--- src/rtl/arinc_filt_pkg.sv ---
package arinc_filt_pkg;
  localparam int unsigned WORD_W  = 32;
  localparam int unsigned LBL_W   = 8;
  localparam int unsigned TBL_N   = 16;
  localparam int unsigned SDI_LSB = 8;
  localparam int unsigned TBL_IW  = $clog2(TBL_N);
endpackage

--- src/rtl/arinc_label_table.sv ---
module arinc_label_table #(
  parameter int unsigned N  = 16,
  parameter int unsigned LW = 8,
  localparam int unsigned IW = $clog2(N)
) (
  input  logic          clk_i,
  input  logic          rst_ni,
  input  logic          we_i,
  input  logic [IW-1:0] idx_i,
  input  logic [LW-1:0] data_i,
  input  logic [LW-1:0] lbl_i,
  output logic          hit_o
);
  logic [LW-1:0] ent_q [N];
  logic [N-1:0]  match;

  for (genvar g = 0; g < N; g++) begin : g_ent
    always_ff @(posedge clk_i or negedge rst_ni) begin
      if (!rst_ni)                          ent_q[g] <= '0;
      else if (we_i && idx_i == IW'(g))     ent_q[g] <= data_i;
    end
    // compare against pre-write contents
    assign match[g] = (ent_q[g] == lbl_i);
  end

  assign hit_o = |match;

  p_tbl_write_r9: assert property (@(posedge clk_i) disable iff (!rst_ni)
    we_i |=> ent_q[$past(idx_i)] == $past(data_i));
endmodule

--- src/rtl/arinc_sdi_check.sv ---
module arinc_sdi_check #(
  parameter int unsigned WW  = 32,
  parameter int unsigned POS = 8
) (
  input  logic          en_i,
  input  logic [1:0]    exp_i,
  input  logic [WW-1:0] word_i,
  output logic          pass_o
);
  logic [1:0] sdi;
  assign sdi    = word_i[POS+1:POS];
  assign pass_o = !en_i || (sdi == exp_i);
endmodule

--- src/rtl/arinc_label_filter.sv ---
module arinc_label_filter
  import arinc_filt_pkg::*;
(
  input  logic              clk_i,
  input  logic              rst_ni,
  input  logic              eos_i,
  input  logic [WORD_W-1:0] word_i,
  input  logic              tbl_we_i,
  input  logic [TBL_IW-1:0] tbl_idx_i,
  input  logic [LBL_W-1:0]  tbl_data_i,
  input  logic              lbl_en_i,
  input  logic              sdi_en_i,
  input  logic [1:0]        sdi_exp_i,
  output logic              load_o,
  output logic [WORD_W-1:0] word_o
);
  logic lbl_hit, sdi_pass, accept;
  logic load_q;
  logic [WORD_W-1:0] word_q;

  arinc_label_table #(.N(TBL_N), .LW(LBL_W)) i_table (
    .clk_i  (clk_i),
    .rst_ni (rst_ni),
    .we_i   (tbl_we_i),
    .idx_i  (tbl_idx_i),
    .data_i (tbl_data_i),
    .lbl_i  (word_i[LBL_W-1:0]),
    .hit_o  (lbl_hit)
  );

  arinc_sdi_check #(.WW(WORD_W), .POS(SDI_LSB)) i_sdi (
    .en_i   (sdi_en_i),
    .exp_i  (sdi_exp_i),
    .word_i (word_i),
    .pass_o (sdi_pass)
  );

  assign accept = eos_i && (!lbl_en_i || lbl_hit) && sdi_pass;

  always_ff @(posedge clk_i or negedge rst_ni) begin
    if (!rst_ni) begin
      load_q <= 1'b0;
      word_q <= '0;
    end else begin
      load_q <= accept;
      if (accept) word_q <= word_i;
    end
  end

  assign load_o = load_q;
  assign word_o = word_q;

  p_load_needs_eos_r10: assert property (@(posedge clk_i) disable iff (!rst_ni)
    load_o |-> $past(eos_i));
  p_load_word_r2: assert property (@(posedge clk_i) disable iff (!rst_ni)
    load_o |-> word_o == $past(word_i));
  p_reject_hold_r7: assert property (@(posedge clk_i) disable iff (!rst_ni)
    !load_o |-> $stable(word_o));
  p_sdi_match_r5: assert property (@(posedge clk_i) disable iff (!rst_ni)
    (load_o && $past(sdi_en_i)) |-> $past(word_i[SDI_LSB+1:SDI_LSB]) == $past(sdi_exp_i));
  p_no_filter_r3: assert property (@(posedge clk_i) disable iff (!rst_ni)
    (eos_i && !lbl_en_i && !sdi_en_i) |=> load_o);
endmodule

--- config.mk ---
export PLATFORM = sky130hd
export DESIGN_NAME = arinc_label_filter
export DESIGN_NICKNAME = d
export VERILOG_FILES = /design/src/rtl/arinc_filt_pkg.sv /design/src/rtl/arinc_label_table.sv /design/src/rtl/arinc_sdi_check.sv /design/src/rtl/arinc_label_filter.sv
export SDC_FILE = /design/constraint.sdc
export NUM_CORES = 1
export LEC_CHECK = 0
export BUFFER_PORTS_ARGS = -buffer_cell sky130_fd_sc_hd__buf_2
export CORE_MARGIN = 2
export CORE_UTILIZATION = 44
export DETAILED_ROUTE_END_ITERATION = 10
export GPL_ROUTABILITY_DRIVEN = 1
export MAX_ROUTING_LAYER = met4
export PLACE_DENSITY = 0.63
export SLEW_MARGIN = 20
export SYNTH_ARGS = -nofsm -noshare
export SYNTH_HDL_FRONTEND = slang
export SYNTH_SLANG_ARGS = --single-unit
--- constraint.sdc ---
create_clock -name clk_i -period 2.1 [get_ports clk_i]
set_input_delay 0.63 -clock clk_i [delete_from_list [all_inputs] [get_ports clk_i]]
set_output_delay 0.63 -clock clk_i [all_outputs]
set_load 0.02 [all_outputs]
---- After elaboration in Yosys (flattened, before gate mapping) ----
Index checks and enable logic that the tools add are counted.
cells by class
  eq/ne operators ......................... 32
  reduce and logical (&&, ||, !) cells .... 24
operator list
  cell                count
  $eq 8x8->1          16
  $eq 4x4->1 const B  8
  $logic_and 1x1->1   18
  $eq 4x3->1 const B  4
  $reduce_or 16->1    1
  $eq 4x2->1 const B  2
  $eq 4x1->1 const B  1
  $logic_not 4->1     1
  $eq 2x2->1          1
  $logic_not 1->1     2
  $logic_or 1x1->1    2
storage, ports and cells
  bits in registers ....................... 161
  output and inout port bits .............. 33
  word-level logic and storage cells ...... 74

---- Longest topological paths before layout ----
  depth in word-level cells ............... 5
  depth in mapped cells ................... 10
  depth with buffers taken out ............ 7

---- Modules after synthesis ----
From an unflattened synthesis, not the netlist that was laid out.
unflattened totals
  cell total of the unflattened synthesis .. 562
  area, all modules ....................... 7741.2 um^2
modules (own cells, without submodules)
  module              times used  cells an instance  area an instance (um^2)
  arinc_label_table   1           488                6470.0
  arinc_label_filter  1           71                 1248.7
  arinc_sdi_check     1           3                  22.5

---- Least setup slack after synthesis ----
OpenSTA, ideal clock, no wires.
  kind .................................... input port to flip-flop
  start ................................... input word_i[1]
  end ..................................... register word_q[10] (netlist: word_o[10])
  library setup time ...................... 0.125 ns
  data arrival time ....................... 2.327 ns
  data required time ...................... 1.975 ns
  path slack .............................. -0.352 ns
  cell stages on the path ................. 9
  cell sequence ........................... buf_6 > buf_8 > xnor2_1 > nand4_1 > o2111ai_1 > nor4_4 > a41oi_4 > buf_8 > mux2_4
between the ends
  cells in the longest elaborated chain, start to end .. 5
  elaborated cells between the ends (all ways) .. 20
  classes of those cells .................. eq/ne (16); reduce/logical (4)
ends and longest elaborated chain
  what                                RTL line                  source
  start, declared                     arinc_label_filter.sv:7   input logic [WORD_W-1:0] word_i,
  $eq 8x8->1                          arinc_label_table.sv:23   assign match[g] = (ent_q[g] == lbl_i);
  $reduce_or 16->1 (*)                arinc_label_table.sv:26   assign hit_o = |match;
  $logic_or 1x1->1 (*)                arinc_label_filter.sv:38  assign accept = eos_i && (!lbl_en_i || lbl_hit) && sdi_pass;
  $logic_and 1x1->1 (*) (2 in a row)  arinc_label_filter.sv:38
  end signal, assigned                arinc_label_filter.sv:46  if (accept) word_q <= word_i;
  end, declared                       arinc_label_filter.sv:19  logic [WORD_W-1:0] word_q;
Every way passes the cells marked *; elsewhere a longest branch is shown, timed or not.
A chain may end at the register's enable or synchronous reset.

---- Final worst setup path ----
  start ................................... input word_i[3]
  end ..................................... register word_q[27] (netlist: word_o[27])
Same word-level chain as after synthesis.

==> reports/qor.csv <==
stage,metric,value,unit
run_status,outcome,finished with violations,
run_status,violated checks,negative setup slack,
critical_path,Worst Setup EP,word_o[27],
critical_path,Worst R2R Setup Slack,-260,ps
critical_path,Crit Reg-Reg Endpoint,word_o[27],
routing,DRC violations left,0,
power_and_ir_drop,sequential fraction of design power,0.439,
final_layout,most frequent cells in the layout,"dfrtp_1 (160), mux2_2 (128), buf_2 (75)",
critical_path,Worst Path Max Fanout,7,
global_route,largest net degree at the start of global routing,43,
critical_path,CP dominant cell by count,nor4_4,
synth,Yosys reg bits,161,
sta,Final Hold Fails,0,
clock_tree,CTS tree,built,
sta,Final WS setup,-287,ps
routing,routed vias,4924,
global_route,gr usage total,0.221,
synth,synth unique cells,26,
placement,DP Worst Slack,-810,ps
synth,Compound-Gate Fraction of Synth Area,0.0102,
synth,post-synthesis sequential area ratio,0.514,
final_layout,final core utilization,0.577,
critical_path,path type of the worst setup path,input pin to flop,
routing,DRT antenna net count,0,
final_layout,nets@finish,755,
critical_path,"delay-heaviest family, CP",simple AND/OR/NAND/NOR gates,
global_route,initial antenna violation count,0,
critical_path,critical path depth,11,
placement,Port Buffers,84,
clock_tree,root buffer selected by CTS,clkbuf_16,
sta,Final setup viols,33,
synth,"Cell Area, Synth",7840,um^2
clock_tree,clock sinks,161,
critical_path,reg2reg path depth,9,
run,max_cap viols,0,
critical_path,"Cell Chain, Critical Path",buf_8 -> buf_12 -> xor2_2 -> nor4_4 -> nand2_2 -> o2111ai_4 -> nor4_4 -> a41oi_4 -> buf_4 -> buf_16 -> mux2_4,
floorplanning,Die ar.,18900,um^2
clock_tree,clk slew on worst S/H paths,60,ps
critical_path,Setup crit start,word_i[3],
worst_hold_path,HP Class,input pin to async pin,
power_and_ir_drop,VDD IR max,0.000785,V
clock_tree,htree depth,4,
critical_path,Buf/Inv on CP,4,
synth,Synth Instances,560,
global_route,vias in the first global route,5270,
power_and_ir_drop,sw frac,0.291,
critical_path,Critical Path AT,2690,ps
power_and_ir_drop,combinational power share,0.255,
floorplanning,overall die width,137,um
synth,Mapped Avg Cell Area,14.0,um^2
power_and_ir_drop,P_sw,2.90,mW
floorplanning,DIE HEIGHT,137,um
final_layout,ratio of cells with drive above 1 in the final layout,0.539,
sta,Final TNS setup,-7500,ps
routing,final wirelength,19100,um
synth,Post-Synth Adder-Cell Area,0,
critical_path,Worst path slowest cell,nor4_4,
power_and_ir_drop,Internal,7.08,mW
routing,DR WL/cell,20.3,um
clock_tree,hold_buf cts,0,
critical_path,RR Startpoint,i_table.ent_q[54],
final_layout,antenna cells,0,
floorplanning,CORE AREA,17400,um^2
global_route,GRT overflow,0,
critical_path,CP Capture Type,flop,
placement,DPL Wire Length,12200,um
routing,initial drt markers,193,
sta,minimum clock period,2390,ps
global_route,global-route wire length before repair,29600,um
synth,Ys Warns,0,
final_layout,Area growth syn-to-layout,27.7,%
sta,Max Slew Vio Count,0,
synth,simple-gate portion of the synthesized area,0.0492,
sta,RSZ-0062 raised after global routing,yes,
sta,Slew HR,0.647,
synth,post-synthesis xor/xnor area fraction,0.145,
critical_path,Worst EP required,2400,ps
clock_tree,CTS buffer count,17,
sta,Clock Skew,10.3,ps
sta,Final period util,1.14,
synth,largest family of logic cells by synthesized area,multiplexers,
routing,Vias/cell,5.23,
final_layout,"most common cell after layout, fill and taps aside",dfrtp_1,
floorplanning,Initial Util,0.452,
critical_path,worst stage delay on the critical path,430,ps
synth,Syn Nets,612,
clock_tree,clk_lat worst skew,430,ps
power_and_ir_drop,PD cells,997,nW/um^2
power_and_ir_drop,power share of the clock group,0.307,
placement,RePlAce Congestion,0.832,
synth,multiplexer share of the synthesized area,0.244,
routing,DR pass1 iterations,4,
clock_tree,clock buffer depth,2,
sta,maximum operating frequency,419,MHz
power_and_ir_drop,leak pwr,4.43,nW
sta,Slew @ Worst Pin,530,ps
floorplanning,I/O pin total,85,
critical_path,startpoint types,input pin,
power_and_ir_drop,Total Power,9.98,mW
floorplanning,num rows,48,
==> layer usage <==
layer / vias up / wire length [um] / GRT usage
met2: 139 / 9430 / 0.366
met5: - / 0 / -
li1: 2205 / - / -
met3: 22 / 1080 / 0.0416
met4: 0 / 277 / 0.0596
met1: 2558 / 8350 / 0.281
==> flip-flops by register name, indices dropped and copies added (netlist names) <==
| signal | cells |
|---|---|
| i_table.ent_q | 128 |
| load_o | 1 |
| word_o | 32 |
==> cell families (layout without fill, tap and decap cells) <==
kind of cell              Yosys count  after routing
muxes                             160            160
AOI/OAI and AO/OA                   8              8
xor gates and xnor gates          130            130
DFF                               161            161
buffers and inverters              33            189
and+or+nand+nor                    68             68
==> power by group through the flow <==
stage          registers (mW)  clock network [mW]  logic (mW)
4_1_cts                  4.35                3.13        2.44
6_report                 4.38                3.06        2.54
3_3_place_gp             4.35                   0        2.23
2_1_floorplan            4.52                   0        1.46
5_1_grt                  4.48                3.26        2.75
3_5_place_dp             4.40                   0        2.29
==> timing repair <==
action,CTS,global route
cloned,4,0
pin swaps,5,10
buffers inserted,14,13
setup endpoints to repair,33,33
gates resized for setup,35,45
==> synthesized netlist by cell type (all sizes together) <==
library cell	instances	area (um^2)
o2111ai	1	8.76
nor4	21	146
nor2	11	41.3
nor3b	1	7.51
nand4	12	75.1
nand2b	5	31.3
o21ai	4	23.8
nand2	12	45.0
mux2	160	1910
nand3	1	5.00
nand3b	2	15.0
dfrtp	161	4030
xor2	82	718
xnor2	48	420
buf	19	244
nor2b	1	6.26
clkbuf	14	52.6
a41oi	1	27.5
or3	2	12.5
o211ai	1	7.51
a211oi	1	12.5
==> worst min path at each step <==
stage / end / cells past startpoint / slack (ps)
after floorplan: i_table.ent_q[0] / 0 / 330
final: word_o[6] / 1 / 130
after detailed placement: word_o[14] / 1 / 490
after global routing: word_o[6] / 1 / 140
after global placement: word_o[0] / 1 / 490
after CTS: i_table.ent_q[57] / 1 / 140
==> per-stage QoR <==
step	instance area, um^2	std cells	hold slack, ps
6_report	10000	941	129
5_1_grt	10000	941	139
4_1_cts	9690	931	136
3_5_place_dp	8740	881	492
3_3_place_gp	8740	881	487
2_1_floorplan	7860	560	334
==> cell type report <==
type,count,area (um^2)
clock inverters,12,131
repair buffers,157,1310
flip-flops and latches,161,4030
multi-input cells,366,3800
fillers,1383,7340
well taps,225,282
clock buffers,20,457
Note: power is estimated with default switching activity, not from simulation.
